$ cat config.mk
export PLATFORM = sky130hd
export DESIGN_NAME = timebase_counters
export DESIGN_NICKNAME = d
export VERILOG_FILES = /design/src/rtl/timebase_pkg.sv /design/src/rtl/tb_free_counter.sv /design/src/rtl/tb_us_prescaler.sv /design/src/rtl/tb_read_mux.sv /design/src/rtl/timebase_counters.sv
export SDC_FILE = /design/constraint.sdc
export NUM_CORES = 1
export LEC_CHECK = 0
export BUFFER_PORTS_ARGS = -buffer_cell sky130_fd_sc_hd__buf_2
export CAP_MARGIN = 20
export CORE_MARGIN = 3
export CORE_UTILIZATION = 43
export DETAILED_ROUTE_END_ITERATION = 8
export GPL_ROUTABILITY_DRIVEN = 0
export GPL_TIMING_DRIVEN = 0
export HOLD_SLACK_MARGIN = 0.08
export SYNTH_ARGS = -nofsm -noshare
export SYNTH_HDL_FRONTEND = slang
export SYNTH_HIERARCHICAL = 1
export SYNTH_SLANG_ARGS = --single-unit
export TNS_END_PERCENT = 50
$ cat constraint.sdc
create_clock -name clk -period 7.9 [get_ports clk]
set_input_delay 0.79 -clock clk [delete_from_list [all_inputs] [get_ports clk]]
set_output_delay 0.79 -clock clk [all_outputs]
set_load 0.05 [all_outputs]
$ cat src/rtl/timebase_pkg.sv
package timebase_pkg;

    localparam int TS_W   = 56;
    localparam int WORD_W = 32;
    localparam int TS_HI_W = TS_W - WORD_W;

    // byte offsets of the readable words (software depends on these)
    localparam int OFF_TS_LO = 'h000;
    localparam int OFF_TS_HI = 'h004;
    localparam int OFF_US    = 'h008;
    localparam int OFF_OSC   = 'h00C;

    typedef enum logic [2:0] {
        SEL_TS_LO,
        SEL_TS_HI,
        SEL_US,
        SEL_OSC,
        SEL_NONE
    } word_sel_e;

    typedef struct packed {
        logic [TS_W-1:0]   ts;
        logic [WORD_W-1:0] us;
        logic [WORD_W-1:0] osc;
    } count_set_t;

    // upper part of the timestamp, zero padded to a full word
    function automatic logic [WORD_W-1:0] ts_upper_word(input logic [TS_W-1:0] v);
        return {{(WORD_W - TS_HI_W){1'b0}}, v[TS_W-1:WORD_W]};
    endfunction

    function automatic logic [WORD_W-1:0] ts_lower_word(input logic [TS_W-1:0] v);
        return v[WORD_W-1:0];
    endfunction

endpackage

$ cat src/rtl/tb_free_counter.sv
module tb_free_counter #(
    parameter int           W         = 32,
    parameter logic [W-1:0] RESET_VAL = '0
) (
    input  logic         clk,
    input  logic         rst,
    input  logic         en,
    output logic [W-1:0] q
);

    always_ff @(posedge clk) begin
        if (rst) begin
            q <= RESET_VAL;
        end else if (en) begin
            q <= q + W'(1);
        end
    end

endmodule

$ cat src/rtl/tb_us_prescaler.sv
module tb_us_prescaler #(
    parameter int PRE_W = 8
) (
    input  logic             clk,
    input  logic             rst,
    input  logic             ref_en,
    input  logic [PRE_W-1:0] div,
    output logic             tick
);

    logic [PRE_W-1:0] cnt;
    logic             reached;

    // >= so that lowering div while counting still yields a tick
    assign reached = (cnt >= div);
    assign tick    = ref_en && reached;

    always_ff @(posedge clk) begin
        if (rst) begin
            cnt <= '0;
        end else if (ref_en) begin
            if (reached) begin
                cnt <= '0;
            end else begin
                cnt <= cnt + PRE_W'(1);
            end
        end
    end

endmodule

$ cat src/rtl/tb_read_mux.sv
module tb_read_mux
    import timebase_pkg::*;
#(
    parameter int ADDR_W = 12
) (
    input  logic              clk,
    input  logic              rst,
    input  count_set_t        counts,
    input  logic              rd_en,
    input  logic [ADDR_W-1:0] rd_addr,
    output logic [WORD_W-1:0] rd_data
);

    word_sel_e         sel;
    logic [WORD_W-1:0] word;

    always_comb begin
        if (rd_addr == ADDR_W'(OFF_TS_LO)) begin
            sel = SEL_TS_LO;
        end else if (rd_addr == ADDR_W'(OFF_TS_HI)) begin
            sel = SEL_TS_HI;
        end else if (rd_addr == ADDR_W'(OFF_US)) begin
            sel = SEL_US;
        end else if (rd_addr == ADDR_W'(OFF_OSC)) begin
            sel = SEL_OSC;
        end else begin
            sel = SEL_NONE;
        end
    end

    always_comb begin
        case (sel)
            SEL_TS_LO: word = ts_lower_word(counts.ts);
            SEL_TS_HI: word = ts_upper_word(counts.ts);
            SEL_US:    word = counts.us;
            SEL_OSC:   word = counts.osc;
            default:   word = '0;
        endcase
    end

    always_ff @(posedge clk) begin
        if (rst) begin
            rd_data <= '0;
        end else if (rd_en) begin
            rd_data <= word;
        end
    end

endmodule

$ cat src/rtl/timebase_counters.sv
module timebase_counters
    import timebase_pkg::*;
#(
    parameter int                ADDR_W   = 12,
    parameter int                PRE_W    = 8,
    parameter logic [TS_W-1:0]   TS_INIT  = '0,
    parameter logic [WORD_W-1:0] US_INIT  = '0,
    parameter logic [WORD_W-1:0] OSC_INIT = '0
) (
    input  logic              clk,
    input  logic              rst,
    input  logic              ts_tick_en,
    input  logic              osc_tick_en,
    input  logic              ref_tick_en,
    input  logic [PRE_W-1:0]  us_div,
    input  logic              rd_en,
    input  logic [ADDR_W-1:0] rd_addr,
    output logic [31:0]       rd_data
);

    logic [TS_W-1:0]   ts_q;
    logic [WORD_W-1:0] us_q;
    logic [WORD_W-1:0] osc_q;
    logic              us_tick;
    count_set_t        counts;

    tb_free_counter #(.W(TS_W), .RESET_VAL(TS_INIT)) u_ts (
        .clk (clk),
        .rst (rst),
        .en  (ts_tick_en),
        .q   (ts_q)
    );

    tb_free_counter #(.W(WORD_W), .RESET_VAL(OSC_INIT)) u_osc (
        .clk (clk),
        .rst (rst),
        .en  (osc_tick_en),
        .q   (osc_q)
    );

    tb_us_prescaler #(.PRE_W(PRE_W)) u_pre (
        .clk    (clk),
        .rst    (rst),
        .ref_en (ref_tick_en),
        .div    (us_div),
        .tick   (us_tick)
    );

    tb_free_counter #(.W(WORD_W), .RESET_VAL(US_INIT)) u_us (
        .clk (clk),
        .rst (rst),
        .en  (us_tick),
        .q   (us_q)
    );

    assign counts = '{ts: ts_q, us: us_q, osc: osc_q};

    tb_read_mux #(.ADDR_W(ADDR_W)) u_rd (
        .clk     (clk),
        .rst     (rst),
        .counts  (counts),
        .rd_en   (rd_en),
        .rd_addr (rd_addr),
        .rd_data (rd_data)
    );

endmodule

# After elaboration in Yosys (flattened, before gate mapping)
# Index checks and enable logic that the tools add are counted.
[word_totals]
out_inout_bits = 32
word_cells = 25
ff_bits = 160
[op_classes]
magnitude_cmp = 1
n_eq_ne = 6
n_reduce_logical = 3
muxes = 6
n_addsub = 4
[op_table]
columns = ["cell", "n"]
rows = [
  ["32-bit one-hot mux with 4 select lines", 1],
  ["32-bit by 1-bit adder with 32-bit output (second input constant)", 2],
  ["56-bit by 1-bit adder with 56-bit output (second input constant)", 1],
  ["12-bit by 4-bit == test with 1-bit output (second input constant)", 2],
  ["12-bit by 3-bit == test with 1-bit output (second input constant)", 1],
  ["12-bit zero test", 1],
  ["3-bit 2-to-1 mux", 4],
  ["8-bit by 1-bit adder with 8-bit output (second input constant)", 1],
  ["8-bit greater-or-equal comparator", 1],
  ["8-bit 2-to-1 mux", 1],
  ["3-bit by 2-bit == test with 1-bit output (second input constant)", 2],
  ["3-bit by 1-bit == test with 1-bit output (second input constant)", 1],
  ["3-bit zero test", 1],
  ["1-bit logical AND", 1],
]

# Depth between registers and ports, before layout
# Gate-level depths: netlist of the first run.
[logic_depth]
depth_word = 7
mapped_depth = 12
depth_no_buf = 9

# Modules after synthesis
# The synthesis of the first run kept the hierarchy.
[modules_own_cells]
columns = ["mod", "instances", "area_per_inst_um2", "seq_area_each_um2", "cells_each"]
rows = [
  ["tb_free_counter (u_osc ...)", 2, 1564.0, 640.6, 181],
  ["tb_free_counter (u_ts)", 1, 2690.1, 1121.1, 326],
  ["tb_read_mux", 1, 2162.1, 640.6, 219],
  ["tb_us_prescaler", 1, 585.6, 160.2, 62],
]

# Worst setup path before layout of the first run
# Ideal clock, no wire load.
[synth_timing]
path_kind = "input port to flip-flop"
startpoint = "input port us_div[7]"
endpoint = "register u_us.q[27]"
setup_slack_ns = 4.750
path_buffers = 3
t_arrival_ns = 3.029
cell_stages = 12
path_cell_list = "inv_1 -> ha_1 -> and3_4 -> o2111a_1 -> a22o_1 -> buf_6 -> buf_2 -> and4_1 -> buf_2 -> nand4_1 -> nor3b_1 -> mux2_2"
[synth_via]
elab_chain_len = 2
[synth_rtl]
columns = ["item", "line_no", "source"]
rows = [
  ["start: declaration", "timebase_counters.sv:15", "input logic [PRE_W-1:0] us_div,"],
  ["8-bit greater-or-equal comparator", "tb_us_prescaler.sv:15", "assign reached = (cnt >= div);"],
  ["1-bit logical AND", "tb_us_prescaler.sv:16", "assign tick = ref_en && reached;"],
  ["named net us_tick", "timebase_counters.sv:24", "logic us_tick;"],
  ["end signal: assignment", "tb_free_counter.sv:15", "q <= q + W'(1);"],
  ["end: declaration", "tb_free_counter.sv:8", "output logic [W-1:0] q"],
]
# The timed path passes the listed nets, and every way through them passes these cells.
# A chain may end at the register's enable or synchronous reset.

# Worst setup path after layout of the first run
# Ends and elaborated chain as after synthesis.

==> results.py, run 1 <==
metrics = {
    "run_status": {
        "outcome": "completed",
    },
    "cts": {
        "cts_resized": 0,
        "clk_pin_slew_ns": 0.06,
        "cts_setup_buffers": 0,
        "cts_buffer_depth": 2,
        "root_buffer": "clkbuf_16",
        "cts_sinks": 160,
        "cts-buffers-inserted": 17,
        "htreeDepth": 4,
        "insertion_delay_ns": 0.43,
        "holdBufCountCts": 0,
        "tritoncts": "done",
    },
    "worst_setup_path": {
        "path_buf_inv": 5,
        "critPathMaxFanout": 9,
        "critPathRequiredTime_ns": 8.22,
        "reg2reg_depth": 11,
        "crit_path_end_kind": "register",
        "crit_top_cell": "buf_2",
        "setup.worst_path.start_class": "input port",
        "r2r_start": "u_pre/cnt[5]",
        "worst_r2r_endpoint": "u_us/q[27]",
        "cp_cell_sequence": "buf_2, inv_1, ha_1, and3_4, o2111a_1, a22o_1, buf_6, buf_2, and4_1, buf_2, nand4_1, nor3b_1, mux2_2",
        "worst_ep_arrival_time_ns": 3.53,
        "critPathKind": "input port to register",
        "crit_path_max_incr_delay_ns": 0.37,
        "slowest_stage": "nand4_1",
        "rrSetupSlack_ns": 4.81,
        "path_delay_family": "simple AND/OR/NAND/NOR gates",
    },
    "sta": {
        "rsz0062_at_grt": "no",
        "hold_viol": 0,
        "max_slew_margin": 0.267,
        "timing.final.crit_period_ns": 3.22,
        "fin_hold_ws_ns": 0.495,
        "drv_slew": 0,
        "finalSetupViolations": 0,
        "max_freq_mhz": 311,
        "tightest_slew_ns": 1.09,
        "finClkSkew_ns": 0.00693,
        "finalCritPeriodShare": 0.407,
        "fin_ws_ns": 4.68,
        "fin_tns_setup_ns": 0,
    },
    "yosys": {
        "syn_area_sq_mm": 0.00857,
        "netlist_instances": 969,
        "synth_area_leader_cell": "dfxtp_1",
        "synth-seq-area-share": 0.374,
        "async_flop_share": 0,
        "yosys-top-cells-count": "160 x dfxtp_1, 106 x nor2_1, 70 x nand2_1",
        "syn-num-nets": 1007,
        "synth_top_cell_area_share": 0.374,
        "synth.avg_cell_area_sq_um": 8.84,
        "ys_ff_latch": 160,
        "synthTopCellsByArea": "dfxtp_1 37%, mux2_2 6.8%, nor2_1 4.6%",
        "synth_cell_types": 57,
        "synth-edff-count": 0,
        "synth_ff_type": "dfxtp_1",
        "yosys_warnings": 6,
        "synth.most_common_cell": "dfxtp_1",
    },
    "flow_run": {
        "drv_cap": 0,
    },
    "hold_path": {
        "worst_hold_path_type": "register to register",
        "holdPathEnd": "u_ts/q[42]",
        "worstHoldStart": "u_ts/q[42]",
        "whs_path_depth": 2,
    },
    "routing": {
        "antenna_left": 0,
        "drt-total-wl_mm": 23.7,
        "vias": 7534,
        "drc": 0,
        "drt-initial-drc-count": 697,
        "dr.pass1.iters": 5,
        "wl_per_cell_um": 18.0,
        "viasPerCell": 5.73,
    },
    "power_and_ir_drop": {
        "pwr-share-comb": 0.038,
        "power.share.sequential": 0.454,
        "irDropWorstVdd_mv": 0.120,
        "p_leak_nw": 3.40,
        "sw_frac_of_total": 0.216,
        "p_switching_mw": 0.387,
        "power_frac_clock": 0.509,
        "power.density_mw_per_mm2": 183,
        "p_int_mw": 1.41,
    },
    "global_routing": {
        "grt_overflow": 0,
        "grt_use_total": 0.219,
        "antenna_found_initial": 0,
        "grt_pass1_wl_mm": 38.1,
        "grt_pass1_vias": 6905,
        "grt_max_degree": 23,
    },
    "cells_and_area": {
        "antenna_cells": 0,
        "layout-drive-gt1-share": 0.192,
        "finalNetCount": 1080,
        "area_delta_synth_final_pct": 14.5,
    },
    "floorplanning": {
        "die_h_um": 147,
        "core_area_sq_mm": 0.0191,
        "die_area_sq_mm": 0.0217,
        "start_util": 0.447,
        "die_w_um": 147,
        "num_rows": 50,
        "pin_count": 58,
    },
    "placement": {
        "io_buffers": 54,
        "dp_hpwl_mm": 17.5,
        "pre_cts_ws_ns": 4.24,
    },
}
-- worst max-delay path by stage --
| stage | from | end | depth (start not counted) |
|---|---|---|---|
| 6_report | us_div[7] | u_us/q[27] | 13 |
| 5_1_grt | us_div[6] | u_us/q[26] | 13 |
| 4_1_cts | us_div[7] | u_us/q[30] | 13 |
| 3_5_place_dp | us_div[7] | u_us/q[30] | 13 |
| 3_3_place_gp | us_div[7] | u_us/q[26] | 13 |
| 2_1_floorplan | us_div[7] | u_us/q[27] | 12 |
-- worst register-to-register path, delay by kind of cell, from the launching register on --
| kind | cells | cell delay (ns) |
|---|---|---|
| flops | 1 | 0.34 |
| compound gates | 2 | 0.33 |
| fa+ha+maj | 1 | 0.29 |
| buf+inv | 3 | 0.55 |
| simple gates | 4 | 1.12 |
| mux | 1 | 0.36 |
-- placed cells by master, fill, tap and decap left out, types with 4 or more instances in the layout --
cell	netlist	routed
xnor2_1	26	26
nor2b_1	22	22
dfxtp_1	160	160
a221oi_1	8	8
a21oi_1	30	30
and2b_1	8	8
nand2_1	70	70
buf_6	5	5
a22oi_1	49	49
and2_1	5	5
ha_1	12	12
buf_2	12	66
a31oi_1	8	8
and4_1	12	12
a22oi_2	20	20
nor3_2	9	9
mux2_1	4	4
inv_1	24	24
or4_1	13	13
nand4_1	49	49
nor3_1	37	37
bufinv_16	0	5
o31ai_1	10	10
nor4_1	14	14
buf_1	5	5
and3_1	12	12
nand3_1	38	38
mux2i_1	4	4
mux2_2	52	52
nor2_1	106	106
clkbuf_1	29	32
or3_1	21	21
xor2_1	43	43
clkbuf_16	0	17
o21ai_0	19	19
-- power by group through the flow --
stage / clock network (mW) / registers [mW] / logic [mW]
2_1_floorplan: 0 / 0.831 / 0.0423
3_5_place_dp: 0 / 0.833 / 0.0673
4_1_cts: 0.930 / 0.815 / 0.0676
6_report: 0.913 / 0.815 / 0.0676
5_1_grt: 0.960 / 0.815 / 0.0755
3_3_place_gp: 0 / 0.833 / 0.0665
-- through the flow --
stage          cell area (sq um)   util  instances  total power [mW]
2_1_floorplan               8570      -        969             0.873
3_3_place_gp                9160  0.479       1283             0.899
3_5_place_dp                9160  0.479       1283             0.900
4_1_cts                     9810  0.512       1315              1.81
5_1_grt                     9810  0.512       1315              1.85
6_report                    9810  0.512       1315              1.80
-- flip-flops by register name, indices dropped and copies added (netlist names) --
signal        count
u_pre/cnt         8
u_rd/rd_data     32
u_osc/q          32
u_ts/q           56
u_us/q           32
-- routing by layer --
layer  vias to the layer above  track usage  share of wire
li1                       3695            -              -
met1                      3567        0.323           0.49
met2                       234        0.323           0.43
met3                        38       0.0429          0.059
met4                         0       0.0718          0.023
met5                         -            0              0
-- final cells by class --
type	count	area [sq um]
Clock buffer	22	464
Buffer	51	244
Timing Repair Buffer	54	270
Sequential cell	160	3200
Clock inverter	10	183
Multi-Input combinational cell	734	5030
Inverter	24	90.1
Tap cell	260	325
Fill cell	1882	9340
-- logic make-up after synthesis --
family | share of synthesized area
compound gates | 0.131
flops | 0.374
fa+ha+maj | 0.0175
xor+xnor | 0.0706
mux | 0.0809
simple gates | 0.287
buf+inv | 0.0390
(Power assumes the default switching activity.)
==> inputs of run 2 (changes only) <==
==> constraint.sdc (replaced) <==
create_clock -name clk -period 3 [get_ports clk]
set_input_delay 0.3 -clock clk [delete_from_list [all_inputs] [get_ports clk]]
set_output_delay 0.3 -clock clk [all_outputs]
set_load 0.05 [all_outputs]
==> run 2 against run 1 <==
Against the previous run:
- first-iteration DRC count fell by 3.6%
- total power rose to 2.6 times the previous value
- non-clock buffer count rose by 2
- final cell count rose by 0.15%
- register-to-register slack worse by 4.6 ns
- combinational power rose to 2.6 times the previous value
- via count grew 0.27%
- wire length is essentially flat
- cell area increased by 0.40%
- global-route usage hardly changed
- count of clock-buffer cells in the layout unchanged
==> results.py, run 2 (synthesis gave the netlist of run 1 again) <==
metrics = {
    "run_status": {
        "outcome": "completed",
    },
    "routing": {
        "viasPerCell": 5.74,
        "drc": 0,
        "drt-total-wl_mm": 23.7,
        "wl_per_cell_um": 18.0,
        "dr.pass1.iters": 8,
        "antenna_left": 0,
        "vias": 7554,
        "drt-initial-drc-count": 672,
    },
    "worst_setup_path": {
        "cp-startpoint": "u_pre/cnt[5]",
        "critPathRequiredTime_ns": 3.31,
        "setup.worst_path.start_class": "register",
        "crit_path_max_incr_delay_ns": 0.36,
        "reg2reg_depth": 11,
        "slowest_stage": "mux2_2",
        "crit_path_end_kind": "register",
        "critPathMaxFanout": 15,
        "rrSetupSlack_ns": 0.26,
        "critPathKind": "register to register",
        "path_buf_inv": 3,
        "r2r_start": "u_pre/cnt[5]",
        "cp_cell_sequence": "ha_1, and3_4, o2111a_1, a22o_1, buf_6, and4_1, buf_2, nand4_1, buf_4, nor3b_1, mux2_2",
        "worst_r2r_endpoint": "u_us/q[27]",
        "path_delay_family": "simple AND/OR/NAND/NOR gates",
        "worst_ep_arrival_time_ns": 3.06,
    },
    "hold_path": {
        "holdPathEnd": "u_osc/q[0]",
        "whs_path_depth": 3,
        "worst_hold_path_type": "input port to register",
        "worstHoldStart": "osc_tick_en",
    },
    "floorplanning": {
        "num_rows": 50,
        "die_w_um": 147,
        "core_area_sq_mm": 0.0191,
        "die_area_sq_mm": 0.0217,
        "die_h_um": 147,
        "pin_count": 58,
        "start_util": 0.447,
    },
    "sta": {
        "hold_viol": 0,
        "timing.final.crit_period_ns": 2.74,
        "tightest_slew_ns": 0.795,
        "max_freq_mhz": 365,
        "rsz0062_at_grt": "no",
        "finalCritPeriodShare": 0.914,
        "fin_tns_setup_ns": 0,
        "fin_ws_ns": 0.257,
        "drv_slew": 0,
        "finClkSkew_ns": 0.00702,
        "fin_hold_ws_ns": 0.226,
        "max_slew_margin": 0.466,
        "finalSetupViolations": 0,
    },
    "cts": {
        "cts_buffer_depth": 2,
        "root_buffer": "clkbuf_16",
        "holdBufCountCts": 0,
        "clk_pin_slew_ns": 0.06,
        "cts_sinks": 160,
        "insertion_delay_ns": 0.43,
        "htreeDepth": 4,
        "cts-buffers-inserted": 17,
        "tritoncts": "done",
    },
    "power_and_ir_drop": {
        "p_switching_mw": 1.01,
        "power.density_mw_per_mm2": 480,
        "power_frac_clock": 0.508,
        "p_total_mw": 4.72,
        "irDropWorstVdd_mv": 0.313,
        "power.share.sequential": 0.455,
        "p_int_mw": 3.71,
        "p_leak_nw": 3.41,
        "sw_frac_of_total": 0.214,
        "pwr-share-comb": 0.038,
    },
    "placement": {
        "pre_cts_ws_ns": -0.175,
        "dp.cells": 1283,
        "io_buffers": 54,
        "dp_hpwl_mm": 17.5,
        "placedInstanceArea_sq_mm": 0.00916,
    },
    "cells_and_area": {
        "top_register": "u_ts/q",
        "largest_register_ffs": 56,
        "stdcell_count": 1317,
        "final_cell_mix": "160 x dfxtp_1, 106 x nor2_1, 70 x nand2_1, 65 x buf_2, 52 x mux2_2",
        "fin_util": 0.514,
        "finish.instance_area_sq_mm": 0.00985,
        "finalNetCount": 1082,
        "layout-drive-gt1-share": 0.198,
        "antenna_cells": 0,
        "num-fill-cells": 1879,
        "area_delta_synth_final_pct": 15.0,
        "final_common_cell": "dfxtp_1",
    },
    "global_routing": {
        "antenna_found_initial": 0,
        "grt_pass1_vias": 6907,
        "grt_use_total": 0.220,
        "grt_max_degree": 23,
        "grt_overflow": 0,
        "grt_pass1_wl_mm": 38.1,
    },
    "flow_run": {
        "drv_cap": 0,
    },
}
==> run 2: cell count changes in the layout (fill, tap and decap cells not counted), sizes merged <==
cell,change
buf,+2
==> run 2: worst max path at each step <==
stage                 end  slack, ns  depth (start not counted)
2_1_floorplan  u_us/q[27]       0.34                         12
3_3_place_gp   u_us/q[26]      -0.12                         13
3_5_place_dp   u_us/q[30]      -0.17                         13
4_1_cts        u_ts/q[52]       0.06                          6
5_1_grt        u_us/q[27]       0.09                         11
6_report       u_us/q[27]       0.26                         11
==> run 2: what timing repair did <==
action | CTS | global route
endpoints found under the setup margin | 9 | 15
pin swaps | 2 | 0
buffers inserted | 3 | 0
resized for setup | 0 | 4
==> run 2: power by group through the flow <==
stage / Clock, mW / Combinational (mW) / Sequential (mW)
final: 2.40 / 0.178 / 2.15
after global routing: 2.53 / 0.199 / 2.15
after CTS: 2.45 / 0.178 / 2.15
after detailed placement: 0 / 0.177 / 2.19
after global placement: 0 / 0.175 / 2.19
after floorplan: 0 / 0.111 / 2.19
==> run 2: layout make-up <==
cell class                      instances  area (sq um)  share of cell area
Timing Repair Buffer                   57           293              0.0297
Multi-Input combinational cell        734          5050               0.513
Buffer                                 50           239              0.0243
Tap cell                              260           325              0.0330
Inverter                               24          90.1             0.00915
Clock buffer                           22           464              0.0471
Sequential cell                       160          3200               0.325
Clock inverter                         10           183              0.0186
==> run 2: per-layer routing <==
metal / part of all wire / wire length [um] / global-route usage
met2: 0.43 / 10300 / 0.322
met5: 0 / 0 / 0
met3: 0.050 / 1190 / 0.0426
met1: 0.50 / 11800 / 0.323
met4: 0.022 / 518 / 0.0718
==> run 2: worst register-to-register path, delay by kind of cell, from the launching register on <==
kind / cells / cell delay (ns)
flops: 1 / 0.34
fa+ha+maj: 1 / 0.29
compound gates: 2 / 0.33
simple gates: 4 / 0.74
buf+inv: 3 / 0.58
mux: 1 / 0.36
==> inputs of run 3 (changes only) <==
--- a/config.mk
+++ b/config.mk
@@ -5,14 +5,16 @@
 export SDC_FILE = /design/constraint.sdc
 export NUM_CORES = 1
 export LEC_CHECK = 0
+export ABC_AREA = 1
 export BUFFER_PORTS_ARGS = -buffer_cell sky130_fd_sc_hd__buf_2
 export CAP_MARGIN = 20
 export CORE_MARGIN = 3
-export CORE_UTILIZATION = 43
+export CORE_UTILIZATION = 57
 export DETAILED_ROUTE_END_ITERATION = 8
 export GPL_ROUTABILITY_DRIVEN = 0
 export GPL_TIMING_DRIVEN = 0
 export HOLD_SLACK_MARGIN = 0.08
+export PLACE_DENSITY = 0.75
 export SYNTH_ARGS = -nofsm -noshare
 export SYNTH_HDL_FRONTEND = slang
 export SYNTH_HIERARCHICAL = 1
==> run 3 against run 2 <==
Against the previous run:
- hold slack worse by 0.13 ns
- non-clock buffer count down 3
- wire length up 22%
- critical path depth up 4
- total power down 0.65%
- synthesized cell count up 58%
- setup slack better by 0.48 ns
- utilization up 14 points
- sequential share of layout area down 3.3 points
- largest cell class unchanged
- highest routed layer unchanged
==> results.py, run 3 <==
metrics = {
    "run_status": {
        "outcome": "completed",
    },
    "cts": {
        "cts_setup_buffers": 0,
        "cts_sinks": 160,
        "insertion_delay_ns": 0.43,
        "cts_resized": 0,
        "cts_buffer_depth": 2,
        "root_buffer": "clkbuf_16",
        "holdBufCountCts": 0,
        "clk_pin_slew_ns": 0.07,
        "htreeDepth": 4,
        "cts-buffers-inserted": 17,
        "tritoncts": "done",
    },
    "yosys": {
        "synthTopCellsByArea": "dfxtp_1 33%, nand2_1 14%, nand3_1 11%",
        "yosys_warnings": 6,
        "synth_area_leader_cell": "dfxtp_1",
        "synth_cell_types": 42,
        "yosys-top-cells-count": "362 x nand2_1, 239 x nor2_1, 213 x nand3_1",
        "syn-num-nets": 1567,
        "ys_ff_latch": 160,
        "synth.most_common_cell": "nand2_1",
        "synth.avg_cell_area_sq_um": 6.39,
        "synth_ff_type": "dfxtp_1",
        "syn_area_sq_mm": 0.00978,
        "synth-edff-count": 0,
        "synth_top_cell_area_share": 0.328,
        "async_flop_share": 0,
        "synth-seq-area-share": 0.328,
        "netlist_instances": 1529,
    },
    "routing": {
        "wl_met1_mm": 12.3,
        "dr.pass1.iters": 7,
        "antenna_left": 0,
        "drt-initial-drc-count": 1109,
        "viasPerCell": 5.59,
        "wl_per_cell_um": 15.8,
        "dr_wl_met2_mm": 13.2,
        "met3WireLength_mm": 2.43,
        "vias": 10272,
        "highest_layer": "met4",
        "drc": 0,
        "drt-total-wl_mm": 29.0,
    },
    "worst_setup_path": {
        "critPathRequiredTime_ns": 3.32,
        "crit_path_end_kind": "register",
        "rrSetupSlack_ns": 0.73,
        "critPathKind": "register to register",
        "cp_cell_sequence": "ha_1, nand2_1, nor2_1, nand4_1, nand3_1, nand2_1, inv_1, buf_6, nand2_2, nor2_4, nand3_4, nor2_2, nand3_1, nand2_1, nor2_1",
        "crit_top_cell": "nand2_1",
        "crit_path_max_incr_delay_ns": 0.33,
        "slowest_stage": "dfxtp_1",
        "path_buf_inv": 2,
        "worst_ep_arrival_time_ns": 2.59,
        "setup.worst_path.start_class": "register",
        "critPathMaxFanout": 8,
        "path_delay_family": "simple AND/OR/NAND/NOR gates",
    },
    "power_and_ir_drop": {
        "irDropWorstVdd_mv": 0.401,
        "power.density_mw_per_mm2": 428,
        "p_leak_nw": 4.57,
    },
    "cells_and_area": {
        "antenna_cells": 0,
        "final_cell_mix": "362 x nand2_1, 239 x nor2_1, 213 x nand3_1, 160 x dfxtp_1, 149 x inv_1",
        "final_common_cell": "nand2_1",
        "largest_register_ffs": 56,
        "top_register": "u_ts/q",
        "finalNetCount": 1641,
        "area_delta_synth_final_pct": 12.2,
        "layout-drive-gt1-share": 0.144,
    },
    "sta": {
        "max_freq_mhz": 441,
        "timing.final.crit_period_ns": 2.27,
        "hold_viol": 0,
        "max_slew_margin": 0.536,
        "drv_slew": 0,
        "finClkSkew_ns": 0.00812,
        "finalCritPeriodShare": 0.756,
        "fin_tns_setup_ns": 0,
        "tightest_slew_ns": 0.696,
        "rsz0062_at_grt": "no",
        "finalSetupViolations": 0,
        "fin_ws_ns": 0.733,
    },
    "hold_path": {
        "worst_hold_path_type": "input port to register",
    },
    "floorplanning": {
        "die_h_um": 137,
        "start_util": 0.585,
        "core_area_sq_mm": 0.0167,
        "die_w_um": 137,
        "pin_count": 58,
        "die_area_sq_mm": 0.0188,
        "num_rows": 47,
    },
    "global_routing": {
        "grt_overflow": 0,
        "antenna_found_initial": 0,
        "grt_pass1_wl_mm": 45.4,
        "grt_pass1_vias": 8982,
        "grt_max_degree": 17,
        "grt_use_total": 0.310,
    },
    "placement": {
        "io_buffers": 55,
        "dp_hpwl_mm": 22.0,
        "pre_cts_ws_ns": 0.654,
    },
    "flow_run": {
        "drv_cap": 0,
    },
}
==> run 3: cell types whose count changed in the layout (fill, tap and decap cells not counted), sizes merged, moves of 35 or more <==
cell	previous run	this run
a22oi	69	0
a21oi	30	98
nand3	38	219
xor2	43	8
nand2	70	395
nor2	106	296
mux2	56	0
inv	24	156
==> run 3: through the flow <==
| stage | hold WS [ns] | cells | cell area [sq um] | utilization | power [mW] |
|---|---|---|---|---|---|
| after floorplan | 0.369 | 1529 | 9780 | - | 2.30 |
| after global placement | 0.452 | 1804 | 10300 | 0.618 | 2.36 |
| after detailed placement | 0.453 | 1804 | 10300 | 0.618 | 2.37 |
| after CTS | 0.0906 | 1836 | 11000 | 0.657 | 4.71 |
| after global routing | 0.109 | 1836 | 11000 | 0.657 | 4.83 |
| final | 0.101 | 1836 | 11000 | 0.657 | 4.69 |
==> run 3: worst paths after layout <==
kind	to	depth (start not counted)	from
worst max-delay path	u_us/q[24]	15	u_pre/cnt[7]
worst min-delay path	u_osc/q[0]	2	osc_tick_en
worst max register to register	u_us/q[24]	15	u_pre/cnt[7]
worst min register to register	u_rd/rd_data[13]	2	u_rd/rd_data[13]
==> run 3: layer usage <==
| layer | global-route usage | up-vias |
|---|---|---|
| li1 | - | 5097 |
| met1 | 0.412 | 4616 |
| met2 | 0.506 | 493 |
| met3 | 0.0518 | 66 |
| met4 | 0.116 | 0 |
| met5 | 0 | - |
==> run 3: report_power, final <==
part / switching (mW) / leakage (nW) / internal (mW) / total [mW]
Combinational: 0.123 / 2.96 / 0.0547 / 0.178
Sequential: 0.0137 / 1.29 / 2.13 / 2.15
Clock: 0.889 / 0.316 / 1.48 / 2.37
==> run 3: cells by family after synthesis <==
family,count (synthesis),share of synthesized area
fa+ha+maj,12,0.0154
compound gates,160,0.0845
flops,160,0.328
buf+inv,206,0.0883
mux,1,0.00102
xor+xnor,19,0.0170
simple gates,971,0.466
==> run 3: area by class of cell <==
type	count	area [sq um]
inverters	157	596
repair buffers	55	275
flip-flops and latches	160	3200
clock buffers	22	484
fillers	1601	5730
clock inverters	10	156
plain buffers	49	268
well taps	220	275
multi-input cells	1163	5710
